File: src/rtl/lbr_pkg.sv
package lbr_pkg;

   // Decoded routing decision for one line, already gated by activation
   typedef struct packed {
      logic active;
      logic lb_b1;
      logic lb_b2;
      logic lb_d;
      logic dig_lb;
   } lbr_route_t;

endpackage

File: src/rtl/lbr_ctrl_decode.sv
module lbr_ctrl_decode
   import lbr_pkg::*;
#(
   parameter int CTRL_W      = 8,
   parameter int ACT_BIT     = 7,
   parameter int FULL_LB_BIT = 5,
   parameter int B1_LB_BIT   = 4,
   parameter int B2_LB_BIT   = 3,
   parameter int DIG_LB_BIT  = 2
) (
   input  logic [CTRL_W-1:0] ctrl,
   output lbr_route_t        route
);

   localparam int MAX_BIT = CTRL_W - 1;

   generate
      if (ACT_BIT > MAX_BIT || FULL_LB_BIT > MAX_BIT || B1_LB_BIT > MAX_BIT ||
          B2_LB_BIT > MAX_BIT || DIG_LB_BIT > MAX_BIT) begin : g_bad_pos
         $error("lbr_ctrl_decode: control bit position outside control width");
      end
      if (ACT_BIT == FULL_LB_BIT || ACT_BIT == B1_LB_BIT || ACT_BIT == B2_LB_BIT ||
          ACT_BIT == DIG_LB_BIT || FULL_LB_BIT == B1_LB_BIT ||
          FULL_LB_BIT == B2_LB_BIT || B1_LB_BIT == B2_LB_BIT) begin : g_overlap
         $error("lbr_ctrl_decode: control bit positions overlap");
      end
   endgenerate

   logic act;
   logic full_sel;

   always_comb begin
      act          = ctrl[ACT_BIT];
      full_sel     = ctrl[FULL_LB_BIT];
      route.active = act;
      // full loopback has priority and is the only way D loops to the line
      route.lb_b1  = act & (full_sel | ctrl[B1_LB_BIT]);
      route.lb_b2  = act & (full_sel | ctrl[B2_LB_BIT]);
      route.lb_d   = act & full_sel;
      route.dig_lb = act & ctrl[DIG_LB_BIT];
   end

   // a looped D channel always comes with both bearer channels looped
   always_comb begin
      assert_full_priority_R8 : assert (!route.lb_d || (route.lb_b1 && route.lb_b2));
   end

endmodule

File: src/rtl/lbr_power.sv
module lbr_power #(
   parameter bit ASYNC_RST = 1'b1
) (
   input  logic clk,
   input  logic rst_n,
   input  logic active,
   output logic line_oe,
   output logic powered_down
);

   logic oe_q;
   logic pd_q;

   generate
      if (ASYNC_RST) begin : g_async
         always_ff @(posedge clk or negedge rst_n) begin
            if (!rst_n) begin
               oe_q <= 1'b0;
               pd_q <= 1'b1;
            end else begin
               oe_q <= active;
               pd_q <= !active;
            end
         end
      end else begin : g_sync
         always_ff @(posedge clk) begin
            if (!rst_n) begin
               oe_q <= 1'b0;
               pd_q <= 1'b1;
            end else begin
               oe_q <= active;
               pd_q <= !active;
            end
         end
      end
   endgenerate

   assign line_oe      = oe_q;
   assign powered_down = pd_q;

   // enable and power-down flag are always complementary
   assert_pd_complement_R2 : assert property (@(posedge clk) disable iff (!rst_n)
      line_oe != powered_down);

   // activation shows on the next clock
   assert_activate_R2 : assert property (@(posedge clk) disable iff (!rst_n)
      active |=> (line_oe && !powered_down));

   assert_deactivate_R2 : assert property (@(posedge clk) disable iff (!rst_n)
      !active |=> (!line_oe && powered_down));

endmodule

File: src/rtl/lbr_channel.sv
module lbr_channel #(
   parameter int W         = 8,
   parameter bit ASYNC_RST = 1'b1
) (
   input  logic         clk,
   input  logic         rst_n,
   input  logic         act,
   input  logic         stb,
   input  logic         line_lb,
   input  logic         dig_lb,
   input  logic [W-1:0] dig_in,
   input  logic [W-1:0] line_rx,
   output logic [W-1:0] line_tx,
   output logic [W-1:0] dig_out
);

   localparam logic [W-1:0] ZERO = '0;

   generate
      if (W < 1) begin : g_bad_w
         $error("lbr_channel: channel width must be at least 1");
      end
   endgenerate

   logic [W-1:0] tx_q;
   logic [W-1:0] dout_q;
   logic [W-1:0] tx_nxt;
   logic [W-1:0] dout_nxt;

   always_comb begin
      tx_nxt   = tx_q;
      dout_nxt = dout_q;
      if (!act) begin
         tx_nxt   = ZERO;
         dout_nxt = ZERO;
      end else if (stb) begin
         tx_nxt   = line_lb ? line_rx : dig_in;
         dout_nxt = dig_lb  ? dig_in  : line_rx;
      end
   end

   generate
      if (ASYNC_RST) begin : g_async
         always_ff @(posedge clk or negedge rst_n) begin
            if (!rst_n) begin
               tx_q   <= ZERO;
               dout_q <= ZERO;
            end else begin
               tx_q   <= tx_nxt;
               dout_q <= dout_nxt;
            end
         end
      end else begin : g_sync
         always_ff @(posedge clk) begin
            if (!rst_n) begin
               tx_q   <= ZERO;
               dout_q <= ZERO;
            end else begin
               tx_q   <= tx_nxt;
               dout_q <= dout_nxt;
            end
         end
      end
   endgenerate

   assign line_tx = tx_q;
   assign dig_out = dout_q;

   // a deactivated line clears both directions on the next clock
   assert_deact_clear_R3 : assert property (@(posedge clk) disable iff (!rst_n)
      !act |=> (line_tx == ZERO && dig_out == ZERO));

   // no strobe while active means nothing moves
   assert_hold_R10 : assert property (@(posedge clk) disable iff (!rst_n)
      (act && !stb) |=> ($stable(line_tx) && $stable(dig_out)));

   // line loopback copies the received word to the line output
   assert_line_loop_R5 : assert property (@(posedge clk) disable iff (!rst_n)
      (act && stb && line_lb) |=> (line_tx == $past(line_rx)));

   // digital loopback copies the digital input to the digital output
   assert_dig_loop_R9 : assert property (@(posedge clk) disable iff (!rst_n)
      (act && stb && dig_lb) |=> (dig_out == $past(dig_in)));

endmodule

File: src/rtl/lbr_line_router.sv
module lbr_line_router
   import lbr_pkg::*;
#(
   parameter int B_W         = 8,
   parameter int D_W         = 2,
   parameter int CTRL_W      = 8,
   parameter int ACT_BIT     = 7,
   parameter int FULL_LB_BIT = 5,
   parameter int B1_LB_BIT   = 4,
   parameter int B2_LB_BIT   = 3,
   parameter int DIG_LB_BIT  = 2,
   parameter bit ASYNC_RST   = 1'b1
) (
   input  logic              clk,
   input  logic              rst_n,
   input  logic [CTRL_W-1:0] ctrl,
   input  logic              frame_stb,
   input  logic [B_W-1:0]    dig_b1_in,
   input  logic [B_W-1:0]    dig_b2_in,
   input  logic [D_W-1:0]    dig_d_in,
   input  logic [B_W-1:0]    line_b1_rx,
   input  logic [B_W-1:0]    line_b2_rx,
   input  logic [D_W-1:0]    line_d_rx,
   output logic [B_W-1:0]    line_b1_tx,
   output logic [B_W-1:0]    line_b2_tx,
   output logic [D_W-1:0]    line_d_tx,
   output logic              line_oe,
   output logic              powered_down,
   output logic [B_W-1:0]    dig_b1_out,
   output logic [B_W-1:0]    dig_b2_out,
   output logic [D_W-1:0]    dig_d_out
);

   generate
      if (B_W < 1 || D_W < 1) begin : g_bad_width
         $error("lbr_line_router: channel widths must be positive");
      end
   endgenerate

   lbr_route_t route;

   lbr_ctrl_decode #(
      .CTRL_W      (CTRL_W),
      .ACT_BIT     (ACT_BIT),
      .FULL_LB_BIT (FULL_LB_BIT),
      .B1_LB_BIT   (B1_LB_BIT),
      .B2_LB_BIT   (B2_LB_BIT),
      .DIG_LB_BIT  (DIG_LB_BIT)
   ) u_decode (
      .ctrl  (ctrl),
      .route (route)
   );

   lbr_power #(.ASYNC_RST(ASYNC_RST)) u_power (
      .clk          (clk),
      .rst_n        (rst_n),
      .active       (route.active),
      .line_oe      (line_oe),
      .powered_down (powered_down)
   );

   lbr_channel #(.W(B_W), .ASYNC_RST(ASYNC_RST)) u_b1 (
      .clk     (clk),
      .rst_n   (rst_n),
      .act     (route.active),
      .stb     (frame_stb),
      .line_lb (route.lb_b1),
      .dig_lb  (route.dig_lb),
      .dig_in  (dig_b1_in),
      .line_rx (line_b1_rx),
      .line_tx (line_b1_tx),
      .dig_out (dig_b1_out)
   );

   lbr_channel #(.W(B_W), .ASYNC_RST(ASYNC_RST)) u_b2 (
      .clk     (clk),
      .rst_n   (rst_n),
      .act     (route.active),
      .stb     (frame_stb),
      .line_lb (route.lb_b2),
      .dig_lb  (route.dig_lb),
      .dig_in  (dig_b2_in),
      .line_rx (line_b2_rx),
      .line_tx (line_b2_tx),
      .dig_out (dig_b2_out)
   );

   lbr_channel #(.W(D_W), .ASYNC_RST(ASYNC_RST)) u_d (
      .clk     (clk),
      .rst_n   (rst_n),
      .act     (route.active),
      .stb     (frame_stb),
      .line_lb (route.lb_d),
      .dig_lb  (route.dig_lb),
      .dig_in  (dig_d_in),
      .line_rx (line_d_rx),
      .line_tx (line_d_tx),
      .dig_out (dig_d_out)
   );

   // with the enable low every data output is zero
   assert_idle_zero_R3 : assert property (@(posedge clk) disable iff (!rst_n)
      !line_oe |-> (line_b1_tx == '0 && line_b2_tx == '0 && line_d_tx == '0 &&
                    dig_b1_out == '0 && dig_b2_out == '0 && dig_d_out == '0));

endmodule

File: config.mk
export PLATFORM = sky130hd
export DESIGN_NAME = lbr_line_router
export DESIGN_NICKNAME = d
export VERILOG_FILES = /design/src/rtl/lbr_pkg.sv /design/src/rtl/lbr_ctrl_decode.sv /design/src/rtl/lbr_power.sv /design/src/rtl/lbr_channel.sv /design/src/rtl/lbr_line_router.sv
export SDC_FILE = /design/constraint.sdc
export NUM_CORES = 1
export LEC_CHECK = 0
export CAP_MARGIN = 20
export CORE_MARGIN = 1
export CORE_UTILIZATION = 44
export DETAILED_ROUTE_END_ITERATION = 16
export HOLD_SLACK_MARGIN = 0.02
export PLACE_DENSITY = 0.93
export SLEW_MARGIN = 20
export SYNTH_ARGS = -nofsm -noshare
export SYNTH_HDL_FRONTEND = slang
export SYNTH_HIERARCHICAL = 1
export SYNTH_SLANG_ARGS = --single-unit
File: constraint.sdc
create_clock -name clk -period 1.7 [get_ports clk]
set_input_delay 0.34 -clock clk [delete_from_list [all_inputs] [get_ports clk]]
set_output_delay 0.34 -clock clk [all_outputs]
set_load 0.02 [all_outputs]
==> results.py <==
metrics = {
    "status": {
        "status": "completed",
    },
    "setup_path": {
        "crit_chain": "clkdlybuf4s50_1",
        "crit_arrival_ps": 1260,
        "required_ps": 1360,
        "critical_path_buf_inv_count": 1,
        "critPathMaxStageDelay_ps": 620,
        "critPathTopFamily": "buffers and inverters",
        "crit_fanout": 2,
        "slowest_stage": "clkdlybuf4s50_1",
        "worst_r2r_startpoint": "u_b1/line_tx[5]",
        "cp-start-kind": "register",
        "crit_type": "register to primary output",
        "critPathLaunch": "u_b1/line_tx[7]",
        "end_kind": "primary output",
    },
    "place": {
        "place_area_sq_um": 2680,
        "hpwl_microns": 3300,
        "port_buffers": 81,
        "dp_cells": 287,
        "place.gp.congestion": 0.730,
        "dp_slack_ps": -57.8,
    },
    "yosys": {
        "yosysTopAreaCell": "dfrtp_1",
        "ys_warn_count": 6,
        "synth_enable_flop_cells": 0,
        "synthTopCellsByCount": "dfrtp_1 (37), a21oi_1 (36), mux2i_1 (36)",
        "synth_seq_cells": 38,
        "yosysMostFrequentCell": "dfrtp_1",
        "syn-num-nets": 211,
        "syn_area_per_cell_sq_um": 10.9,
        "ys_types": 11,
        "synthesis.instances": 164,
        "ys_seq_area_share_pct": 53.3,
        "ys.flop_type": "dfrtp_1",
        "synthArstFlopShare_pct": 100,
        "syn_area_sq_um": 1790,
        "synth_top_area_share_pct": 51.8,
        "synthTopCellsByArea": "dfrtp_1 (52%), mux2i_1 (20%), a21oi_1 (10%), o21ai_0 (7.8%), buf_4 (2.9%)",
    },
    "sta": {
        "setup_slack_ps": 103,
        "hold_violations": 0,
        "relSlewSlack_pct": 71.4,
        "worst_slew_pin_slew_ps": 429,
        "skew_ps": 0,
        "finalCritPeriodShare_pct": 93.9,
        "min_period_ps": 1600,
        "timing.fmax_mhz": 626,
        "drv_slew": 0,
        "setup_viol": 0,
        "rsz0062_at_grt": "false",
    },
    "pwr": {
        "power_uw": 2130,
        "power.leakage_uw": 0.00117,
        "power_density_nw_per_um2": 770,
        "ir_worst_vdd_mv": 0.462,
    },
    "route": {
        "viasPerCell": 5.21,
        "drt_first_iter_violations": 88,
        "vias": 1541,
        "drc": 0,
        "first_pass_iters": 4,
        "routedWlPerCell_microns": 15.9,
        "postRouteAntennaNets": 0,
        "wirelength_microns": 4710,
    },
    "floorplanning": {
        "dieHeight_microns": 65.7,
        "coreArea_sq_um": 3770,
        "floorplan.initialDensity_pct": 47.4,
        "num_rows": 22,
        "fp.dieW_microns": 65.7,
        "ios": 85,
        "die_area_sq_um": 4320,
    },
    "grt": {
        "grtUsageTotal_pct": 23.6,
        "grt_pass1_vias": 1608,
        "grt_pass1_wl_microns": 7470,
        "grt_max_degree": 73,
        "antenna_found_initial": 0,
        "grt_overflow": 0,
    },
    "clock_network": {
        "cts.root.buffer_cell": "clkbuf_8",
        "cts_tree": "built",
        "cts.sinks": 38,
        "cts.path.max_buffers": 2,
        "cts_inserted_buffers": 5,
        "clk_pin_slew_ps": 70,
        "cts_htree_levels": 2,
        "clk_latency_ps": 270,
    },
    "cells_and_area": {
        "final_util_pct": 73.4,
        "multi_input_area_sq_um": 748,
        "drive_above_1_share_pct": 6.05,
        "stdcell_area_sq_um": 2770,
        "fillers": 296,
        "layout.nets": 294,
        "fin_cells": 296,
        "syn_to_final_growth_pct": 55.0,
        "seqCellArea_sq_um": 952,
        "diodes": 0,
    },
    "run": {
        "cap_violations": 0,
    },
    "hold_path": {
        "min-delay-path-class": "primary input to register",
        "min-delay-start": "frame_stb",
    },
}
## flip-flops by register name, indices dropped and copies added, names as in the netlist
name                  flops
u_d/line_tx               2
u_b2/line_tx              8
u_b1/line_tx              8
u_d/dig_out               2
u_power/line_oe           1
u_b2/dig_out              8
u_b1/dig_out              8
u_power/powered_down      1
## metrics by stage
step,TNS [ps],hold WS [ps]
2_1_floorplan,0,44.4
3_3_place_gp,-23.6,307
3_5_place_dp,-551,304
4_1_cts,0,542
5_1_grt,0,561
6_report,0,549
## routing by layer
layer  part of all wire [%]  wire, microns  global-route usage (%)  vias to the layer above
li1                       -              -                       -                      758
met1                     41           1920                    26.4                      729
met2                     54           2530                    43.1                       48
met4                    1.7             80                    8.15                        0
met5                      0              0                       0                        -
met3                    3.9            185                    5.38                        6
## layout by cell type, fill, tap and decap left out
cell | Yosys | layout
o21ai_1 | 8 | 8
clkbuf_1 | 0 | 3
mux2i_1 | 36 | 36
o21a_1 | 2 | 2
buf_12 | 0 | 5
inv_1 | 1 | 1
o21ai_0 | 28 | 28
a21oi_1 | 36 | 36
and2_1 | 2 | 2
buf_2 | 6 | 2
dlygate4sd3_1 | 0 | 1
buf_4 | 7 | 2
dfrtp_1 | 37 | 37
dfstp_2 | 1 | 1
dlygate4sd2_1 | 0 | 1
clkbuf_8 | 0 | 5
clkdlybuf4s50_1 | 0 | 78
## timing repair
item / CTS / global route
buffers inserted: 0 / 0
endpoints found under the setup margin: 1 / 0
resized for setup: 1 / 0
hold buffers: 1 / 0
endpoints found under the hold margin: 18 / 0
## path summary, 6_finish.rpt
kind	depth (start not counted)	end	slack, ps
setup / recovery	1	line_b1_tx[7]	100
hold / removal	3	u_d/dig_out[1]	550
setup reg to reg	2	u_b1/line_tx[5]	870
hold reg to reg	2	u_b2/dig_out[0]	550
max in group asynchronous	3	u_power/powered_down	620
min in group asynchronous	2	u_b1/dig_out[5]	560
## cell families (layout without fill, tap and decap cells)
kind of cell | Yosys count | in the layout | synth area share (%)
and+or+nand+nor | 2 | 2 | 0.700
DFF | 38 | 38 | 53.3
AOI/OAI and AO/OA | 74 | 74 | 21.0
buffers and inverters | 14 | 98 | 4.83
muxes | 36 | 36 | 20.2
## report_power, final
part	total [uW]	leakage, uW	switching (uW)	internal, uW
clock	570	0.0000395	279	291
combinational	562	0.000637	270	292
sequential	1000	0.000490	32.0	968
total	2130	0.00117	581	1550
## cell type report
type	count	share of cell area, %
clock buffer	8	2.89
sequential	38	34.4
multi-input combinational	112	27.0
tap	48	2.17
inverter	1	0.136
timing repair buffer	89	33.4
Power figures use the tool's default switching activity.
